--- src/rtl/rbm_pkg.sv ---
package rbm_pkg;
  localparam int NUM_DEV = 3;

  typedef struct packed {
    logic               agree;
    logic               uncorr;
    logic [NUM_DEV-1:0] odd;
  } verdict_t;
endpackage

--- src/rtl/rbm_vote.sv ---
module rbm_vote
  import rbm_pkg::*;
#(
  parameter int DATA_W = 8
) (
  input  logic              vld_i,
  input  logic [DATA_W-1:0] word0_i,
  input  logic [DATA_W-1:0] word1_i,
  input  logic [DATA_W-1:0] word2_i,
  output verdict_t          verdict_o
);
  logic eq01, eq02, eq12;

  always_comb begin
    eq01 = (word0_i == word1_i);
    eq02 = (word0_i == word2_i);
    eq12 = (word1_i == word2_i);
    verdict_o.agree  = vld_i & eq01 & eq12;
    verdict_o.uncorr = vld_i & ~eq01 & ~eq02 & ~eq12;
    // the device outside the only equal pair is the odd one
    verdict_o.odd[0] = vld_i & eq12 & ~eq01;
    verdict_o.odd[1] = vld_i & eq02 & ~eq01;
    verdict_o.odd[2] = vld_i & eq01 & ~eq02;
  end
endmodule

--- src/rtl/rbm_dev_track.sv ---
module rbm_dev_track #(
  parameter int CNT_W = 16
) (
  input  logic             clk_i,
  input  logic             rst_ni,
  input  logic             odd_i,
  input  logic             done_i,
  output logic             req_o,
  output logic [CNT_W-1:0] cnt_o
);
  localparam logic [CNT_W-1:0] CNT_MAX = '1;

  logic             pend_q, pend_d;
  logic             req_q, req_d;
  logic [CNT_W-1:0] cnt_q, cnt_d;
  logic             fire;
  logic             en;

  always_comb begin
    fire   = odd_i & ~pend_q;
    req_d  = fire;
    pend_d = pend_q;
    if (fire)        pend_d = 1'b1;
    else if (done_i) pend_d = 1'b0;
    cnt_d = cnt_q;
    if (fire && cnt_q != CNT_MAX) cnt_d = cnt_q + 1'b1;
    en = fire | done_i | req_q;
  end

  always_ff @(posedge clk_i or negedge rst_ni) begin
    if (!rst_ni) begin
      pend_q <= 1'b0;
      req_q  <= 1'b0;
      cnt_q  <= '0;
    end else if (en) begin
      pend_q <= pend_d;
      req_q  <= req_d;
      cnt_q  <= cnt_d;
    end
  end

  assign req_o = req_q;
  assign cnt_o = cnt_q;
endmodule

--- src/rtl/rbm_frame.sv ---
module rbm_frame (
  input  logic clk_i,
  input  logic rst_ni,
  input  logic start_i,
  input  logic end_i,
  input  logic mis_i,
  output logic clean_o
);
  logic in_q, in_d;
  logic dirty_q, dirty_d;
  logic clean_q, clean_d;
  logic open_now;
  logic dirty_now;

  always_comb begin
    open_now  = start_i | in_q;
    dirty_now = start_i ? mis_i : (dirty_q | mis_i);
    clean_d   = end_i & open_now & ~dirty_now;
    dirty_d   = dirty_now;
    in_d      = in_q;
    if (start_i) in_d = 1'b1;
    if (end_i)   in_d = 1'b0;
  end

  always_ff @(posedge clk_i or negedge rst_ni) begin
    if (!rst_ni) begin
      in_q    <= 1'b0;
      dirty_q <= 1'b0;
      clean_q <= 1'b0;
    end else begin
      in_q    <= in_d;
      dirty_q <= dirty_d;
      clean_q <= clean_d;
    end
  end

  assign clean_o = clean_q;
endmodule

--- src/rtl/tmr_readback_monitor.sv ---
module tmr_readback_monitor
  import rbm_pkg::*;
#(
  parameter int DATA_W = 8,
  parameter int CNT_W  = 16
) (
  input  logic                       clk_i,
  input  logic                       rst_ni,
  input  logic                       bit_vld_i,
  input  logic [DATA_W-1:0]          rb_word0_i,
  input  logic [DATA_W-1:0]          rb_word1_i,
  input  logic [DATA_W-1:0]          rb_word2_i,
  input  logic                       frame_start_i,
  input  logic                       frame_end_i,
  input  logic [NUM_DEV-1:0]         reconf_done_i,
  output logic [NUM_DEV-1:0]         reconf_req_o,
  output logic                       agree_o,
  output logic                       uncorr_o,
  output logic                       clean_pass_o,
  output logic [NUM_DEV*CNT_W-1:0]   upset_cnt_o
);
  verdict_t verdict;
  logic     mis_now;
  logic     agree_q, uncorr_q;

  rbm_vote #(.DATA_W(DATA_W)) u_vote (
    .vld_i    (bit_vld_i),
    .word0_i  (rb_word0_i),
    .word1_i  (rb_word1_i),
    .word2_i  (rb_word2_i),
    .verdict_o(verdict)
  );

  for (genvar d = 0; d < NUM_DEV; d++) begin : g_dev
    rbm_dev_track #(.CNT_W(CNT_W)) u_trk (
      .clk_i (clk_i),
      .rst_ni(rst_ni),
      .odd_i (verdict.odd[d]),
      .done_i(reconf_done_i[d]),
      .req_o (reconf_req_o[d]),
      .cnt_o (upset_cnt_o[d*CNT_W +: CNT_W])
    );
  end

  assign mis_now = bit_vld_i & ~verdict.agree;

  rbm_frame u_frame (
    .clk_i  (clk_i),
    .rst_ni (rst_ni),
    .start_i(frame_start_i),
    .end_i  (frame_end_i),
    .mis_i  (mis_now),
    .clean_o(clean_pass_o)
  );

  always_ff @(posedge clk_i or negedge rst_ni) begin
    if (!rst_ni) begin
      agree_q  <= 1'b0;
      uncorr_q <= 1'b0;
    end else begin
      agree_q  <= verdict.agree;
      uncorr_q <= verdict.uncorr;
    end
  end

  assign agree_o  = agree_q;
  assign uncorr_o = uncorr_q;
endmodule

--- config.mk ---
export PLATFORM = sky130hd
export DESIGN_NAME = tmr_readback_monitor
export DESIGN_NICKNAME = d
export VERILOG_FILES = /design/src/rtl/rbm_pkg.sv /design/src/rtl/rbm_vote.sv /design/src/rtl/rbm_dev_track.sv /design/src/rtl/rbm_frame.sv /design/src/rtl/tmr_readback_monitor.sv
export SDC_FILE = /design/constraint.sdc
export NUM_CORES = 1
export LEC_CHECK = 0
export CORE_MARGIN = 2
export CORE_UTILIZATION = 42
export CTS_CLUSTER_SIZE = 40
export DETAILED_ROUTE_END_ITERATION = 16
export PLACE_DENSITY = 0.71
export RECOVER_POWER = 25
export SLEW_MARGIN = 15
export SYNTH_ARGS = -nofsm -noshare
export SYNTH_HDL_FRONTEND = slang
export SYNTH_HIERARCHICAL = 1
export SYNTH_SLANG_ARGS = --single-unit
--- constraint.sdc ---
create_clock -name clk_i -period 2.25 [get_ports clk_i]
set_input_delay 0.45 -clock clk_i [delete_from_list [all_inputs] [get_ports clk_i]]
set_output_delay 0.45 -clock clk_i [all_outputs]
set_load 0.02 [all_outputs]
# Yosys cells after proc, flatten, opt, wreduce, memory -nomap -nowiden
# Cells that the tools add are included.
# op_classes
n_bitwise,32
n_reduce_logical,13
eq_ne,6
n_addsub,3
n_mux,9
# op_table
operator,count
$add 16x1->16 const B,3
$ne 16x16->1 const B,3
$eq 8x8->1,3
$and 1x1->1,16
$reduce_and 2->1,6
$mux 1,9
$not 1->1,8
$or 1x1->1,8
$reduce_bool 2->1,4
$logic_and 1x1->1,3
# totals
inputBits,32
reg_bits,59
wordCells,77

# Longest topological paths before layout
# depth
depth_word,9
depth_mapped,10
ltp_nobuf,9

# Hierarchy
# The synthesis kept the hierarchy.
# by_module_without_submodules
mod,cells_per_inst,area_per_inst_um2,instances,seq_area_each_um2
rbm_dev_track at g_dev[0].u_trk ...,88,919.6,2,450.4
rbm_dev_track at g_dev[1].u_trk,82,898.4,1,450.4
rbm_vote,40,294.0,1,0.0
rbm_frame,10,122.6,1,75.1
tmr_readback_monitor,3,63.8,1,50.0

# Worst setup path before layout
# Ideal clock, no wire load.
# synth_timing
kind,in2reg
startpoint,input rb_word0_i[1]
endpoint,register g_dev[2].u_trk.cnt_q[11]
t_arrival_ns,2.435
n_path_buf,1
setup_slack_ns,-0.264
setup_ns,0.080
path_stages,9
path_cell_list,xnor2_1 -> nand4_1 -> or3_1 -> nor2_1 -> nand2b_4 -> buf_6 -> or4_4 -> a2111oi_2 -> xor2_1
# synth_rtl
element,line_no,rtl
start: declaration,tmr_readback_monitor.sv:10,"input logic [DATA_W-1:0] rb_word0_i,"
end signal: assignment,rbm_dev_track.sv:38,cnt_q <= cnt_d;
end: declaration,rbm_dev_track.sv:15,"logic [CNT_W-1:0] cnt_q, cnt_d;"

==> flow_summary_export.csv <==
group,metric,value,unit
placement,gp_congestion,0.886,
grt,grt_antenna_before_repair,0,
worst_setup_path,r2r_slack,290,ps
grt,first_global_vias,2837,
cts,root_buffer,"clkbuf_8",
pwr,clkPwrFrac,45.1,%
synthesis,yosys_register_bits,59,
worst_setup_path,critical_path.startpoint,"rb_word1_i[7]",
worst_setup_path,ff2ff_path_depth,5,
worst_setup_path,rr_startpoint,"g_dev[0].u_trk/cnt_o[0]$_DFFE_PN0P_",
synthesis,yosysTopAreaCell,"dfrtp_1",
worst_setup_path,slowest_delay,520,ps
worst_setup_path,end_kind,"flop",
cells_and_area,stdcell_area,0.00484,mm^2
timing,timing.final.crit_period,2300,ps
synthesis,synthCells,311,
timing,relSlewSlack,4.48,%
synthesis,async_flop_share,100,%
synthesis,synth_edf_count,0,
worst_setup_path,required,2450,ps
synthesis,yosysWarnings,6,
pwr,power_switching,0.554,mW
pwr,peakVddDrop,366,uV
worst_setup_path,critPathLaunchType,"input port",
min_path,hold_depth,1,
synthesis,ys_types,45,
worst_setup_path,worst-path-max-fanout,3,
grt,grt_start_max_net_pins,60,
synthesis,syn_area_per_cell,10.3,um^2
timing,final_hold_viol_count,0,
drt,drt.antenna.violating_nets,0,
drt,first_iter_violations,118,
run_status,status,"complete, but fails checks",
pwr,p_seq_share,45.0,%
cts,htreeDepth,3,
cells_and_area,final_core_util,66.0,%
cts,numCtsBuffers,9,
placement,io_buffers,85,
timing,maxSlewViolCount,0,
synthesis,seq_area_frac_synth,45.9,%
worst_setup_path,r2r_end,"g_dev[0].u_trk/cnt_o[1]$_DFFE_PN0P_",
worst_setup_path,worstSetupPathType,"in2reg",
pwr,internal-power,1.90,mW
floorplanning,start_util,43.9,%
drt,drc_errors,0,
pwr,p_sw_share,22.6,%
timing,fmax,435,MHz
timing,skew,9.55,ps
cells_and_area,fin_nets,478,
drt,drt-pass1-iter-count,4,
cts,worstSkewPairLatency,340,ps
grt,grt_usage,20.1,%
run_status,violations,"negative setup slack",
cells_and_area,n_antenna_cell,0,
worst_setup_path,crit_chain,"buf_2 -> xnor2_2 -> nand4_1 -> or3_4 -> nor2_4 -> nand2b_4 -> or4_4 -> buf_6 -> a311oi_4 -> a31oi_1",
cts,clockBufferDepth,2,
synthesis,syn_area,0.00322,mm^2
worst_setup_path,cp_num_buf_inv,2,
worst_setup_path,arrival,2500,ps
pwr,p_comb_share,10.0,%
pwr,power.leakage,2.21,nW
synthesis,synthTopCellsByCount,"dfrtp_1, xor2_1, xnor2_1, nand3_1, nor2_1",
synthesis,yosysMostFrequentCell,"dfrtp_1",
timing,min_period_over_period,102,%
timing,rsz0062_at_grt,"true",
placement,dp_hpwl,5780,um
floorplanning,ioPinCount,86,
cts,cts_hold_buf,0,
synthesis,netlist.area_leader.share,45.9,%
floorplanning,dieArea,0.00838,mm^2
cts,cts.sinks,59,
drt,vias,2877,
pwr,p_total,2.45,mW
timing,setup_ws,-49.4,ps
worst_setup_path,slowest_stage,"or4_4",
min_path,hold_class,"reg2reg",
cts,clk_pin_slew_worst_paths,70,ps
timing,max_slew.worst_pin.slew,1430,ps
synthesis,synthFlopType,"dfrtp_1",
timing,setup_violations,4,
worst_setup_path,worstSetupEndpoint,"g_dev[2].u_trk/cnt_o[13]$_DFFE_PN0P_",
job,cap_violations,0,
floorplanning,core-area,0.00733,mm^2
grt,grt_pass1_wl,13500,um
placement,pre_cts_slack,-761,ps
floorplanning,num_rows,31,
drt,wirelength,8000,um
cells_and_area,synthToLayoutAreaGrowth,50.3,%
drt,wl_per_cell,14.6,um
pwr,pwr_density_cell,507,mW/mm^2
synthesis,synthTopCellsByArea,"dfrtp_1, xor2_1, xnor2_1",
floorplanning,dieWidth,91.5,um
synthesis,syn_nets,346,
worst_setup_path,cp_top_family,"simple AND/OR/NAND/NOR gates",
drt,via_per_inst,5.26,
cells_and_area,layout-drive-gt1-share,26.3,%
cts,cts_tree,"done",
floorplanning,die_y,91.5,um
grt,grt_overflow,0,
placement,dpl_cell_area,0.00449,mm^2
worst_setup_path,crit_cells,10,
==> area by class of cell <==
class                      count  area [um^2]
sequential                    59         1480
timing repair buffer         128         1150
tap                           99          124
multi-input combinational    233         1810
clock buffer                  12          155
inverter                      12         45.0
clock inverter                 4         72.6
fill                         579         2490
==> worst reg2reg max path: stages (launching register included) <==
cell and delay [ps]:
dfrtp_1 480, ha_1 470, nand4_1 150, nor4_1 330, nor2_1 120, mux2_2 290
==> cells by family (layout without fill, tap and decap cells) <==
logic type | Yosys count | after routing | share of synthesized area [%]
AOI/OAI and AO/OA | 35 | 35 | 7.85
xor gates and xnor gates | 56 | 56 | 15.2
adders and majority gates | 3 | 3 | 1.17
buffers and inverters | 19 | 156 | 2.68
DFF | 59 | 59 | 45.9
muxes | 4 | 4 | 1.40
and+or+nand+nor | 135 | 135 | 25.8
==> registers in the layout, summed over array words and instances (netlist names) <==
name,cells
g_dev.u_trk/cnt_o,48
g_dev.u_trk/pend_q,3
g_dev.u_trk/req_o,3
agree_o,1
u_frame/clean_o,1
u_frame/dirty_q,1
u_frame/in_q,1
uncorr_o,1
==> worst min path at each step <==
stage | startpoint | to
after floorplan | rst_ni | agree_o$_DFF_PN0_
after global placement | u_frame/dirty_q$_DFF_PN0_ | u_frame/dirty_q$_DFF_PN0_
after detailed placement | rst_ni | g_dev[1].u_trk/req_o$_DFFE_PN0P_
after CTS | rst_ni | g_dev[1].u_trk/req_o$_DFFE_PN0P_
after global routing | u_frame/dirty_q$_DFF_PN0_ | u_frame/dirty_q$_DFF_PN0_
final | u_frame/dirty_q$_DFF_PN0_ | u_frame/dirty_q$_DFF_PN0_
==> cell usage in the layout (no fill, tap or decap), types with 3 or more instances in the layout <==
master,instances
or4_1,3
xnor2_1,15
buf_6,10
buf_4,39
or4_4,3
mux2_2,4
ha_1,3
and3_1,8
dfrtp_1,59
nand3_1,20
buf_8,4
nor4_1,8
a31oi_1,8
a41oi_1,3
o21ai_0,3
nand4_1,18
xor2_1,32
xnor2_2,8
nor3_1,8
a21oi_1,10
nand2_1,15
clkbuf_8,11
inv_1,11
nand2b_4,3
buf_2,6
clkdlybuf4s50_1,59
nor3b_1,3
clkbuf_2,6
nor2_1,18
nor2b_1,4
==> power groups by stage <==
stage | Combinational [mW] | Clock (mW) | Sequential [mW]
2_1_floorplan | 0.0660 | 0 | 1.13
3_3_place_gp | 0.234 | 0 | 1.12
3_5_place_dp | 0.239 | 0 | 1.12
4_1_cts | 0.233 | 1.13 | 1.10
5_1_grt | 0.265 | 1.17 | 1.11
6_report | 0.244 | 1.11 | 1.10
==> per-layer routing <==
layer  vias up  global-route usage [%]  share of wire [%]
met4         0                    4.67                1.1
met2        69                    34.3                 52
met5         -                       0                  0
li1       1397                       -                  -
met1      1402                    25.4                 43
met3         9                    5.48                4.1
==> stage by stage <==
stage,cells,hold WS (ps),setup TNS (ps)
finish,547,503,-126
global route,547,532,-537
CTS,543,111,-147
detailed placement,525,475,-24260
global placement,525,466,-22510
floorplan,311,154,-969
==> what timing repair did <==
item,in CTS,in global routing
resized for setup,90,34
endpoints found under the setup margin,38,22
pin swaps,23,24
setup buffers,2,4
Power figures use the tool's default switching activity.
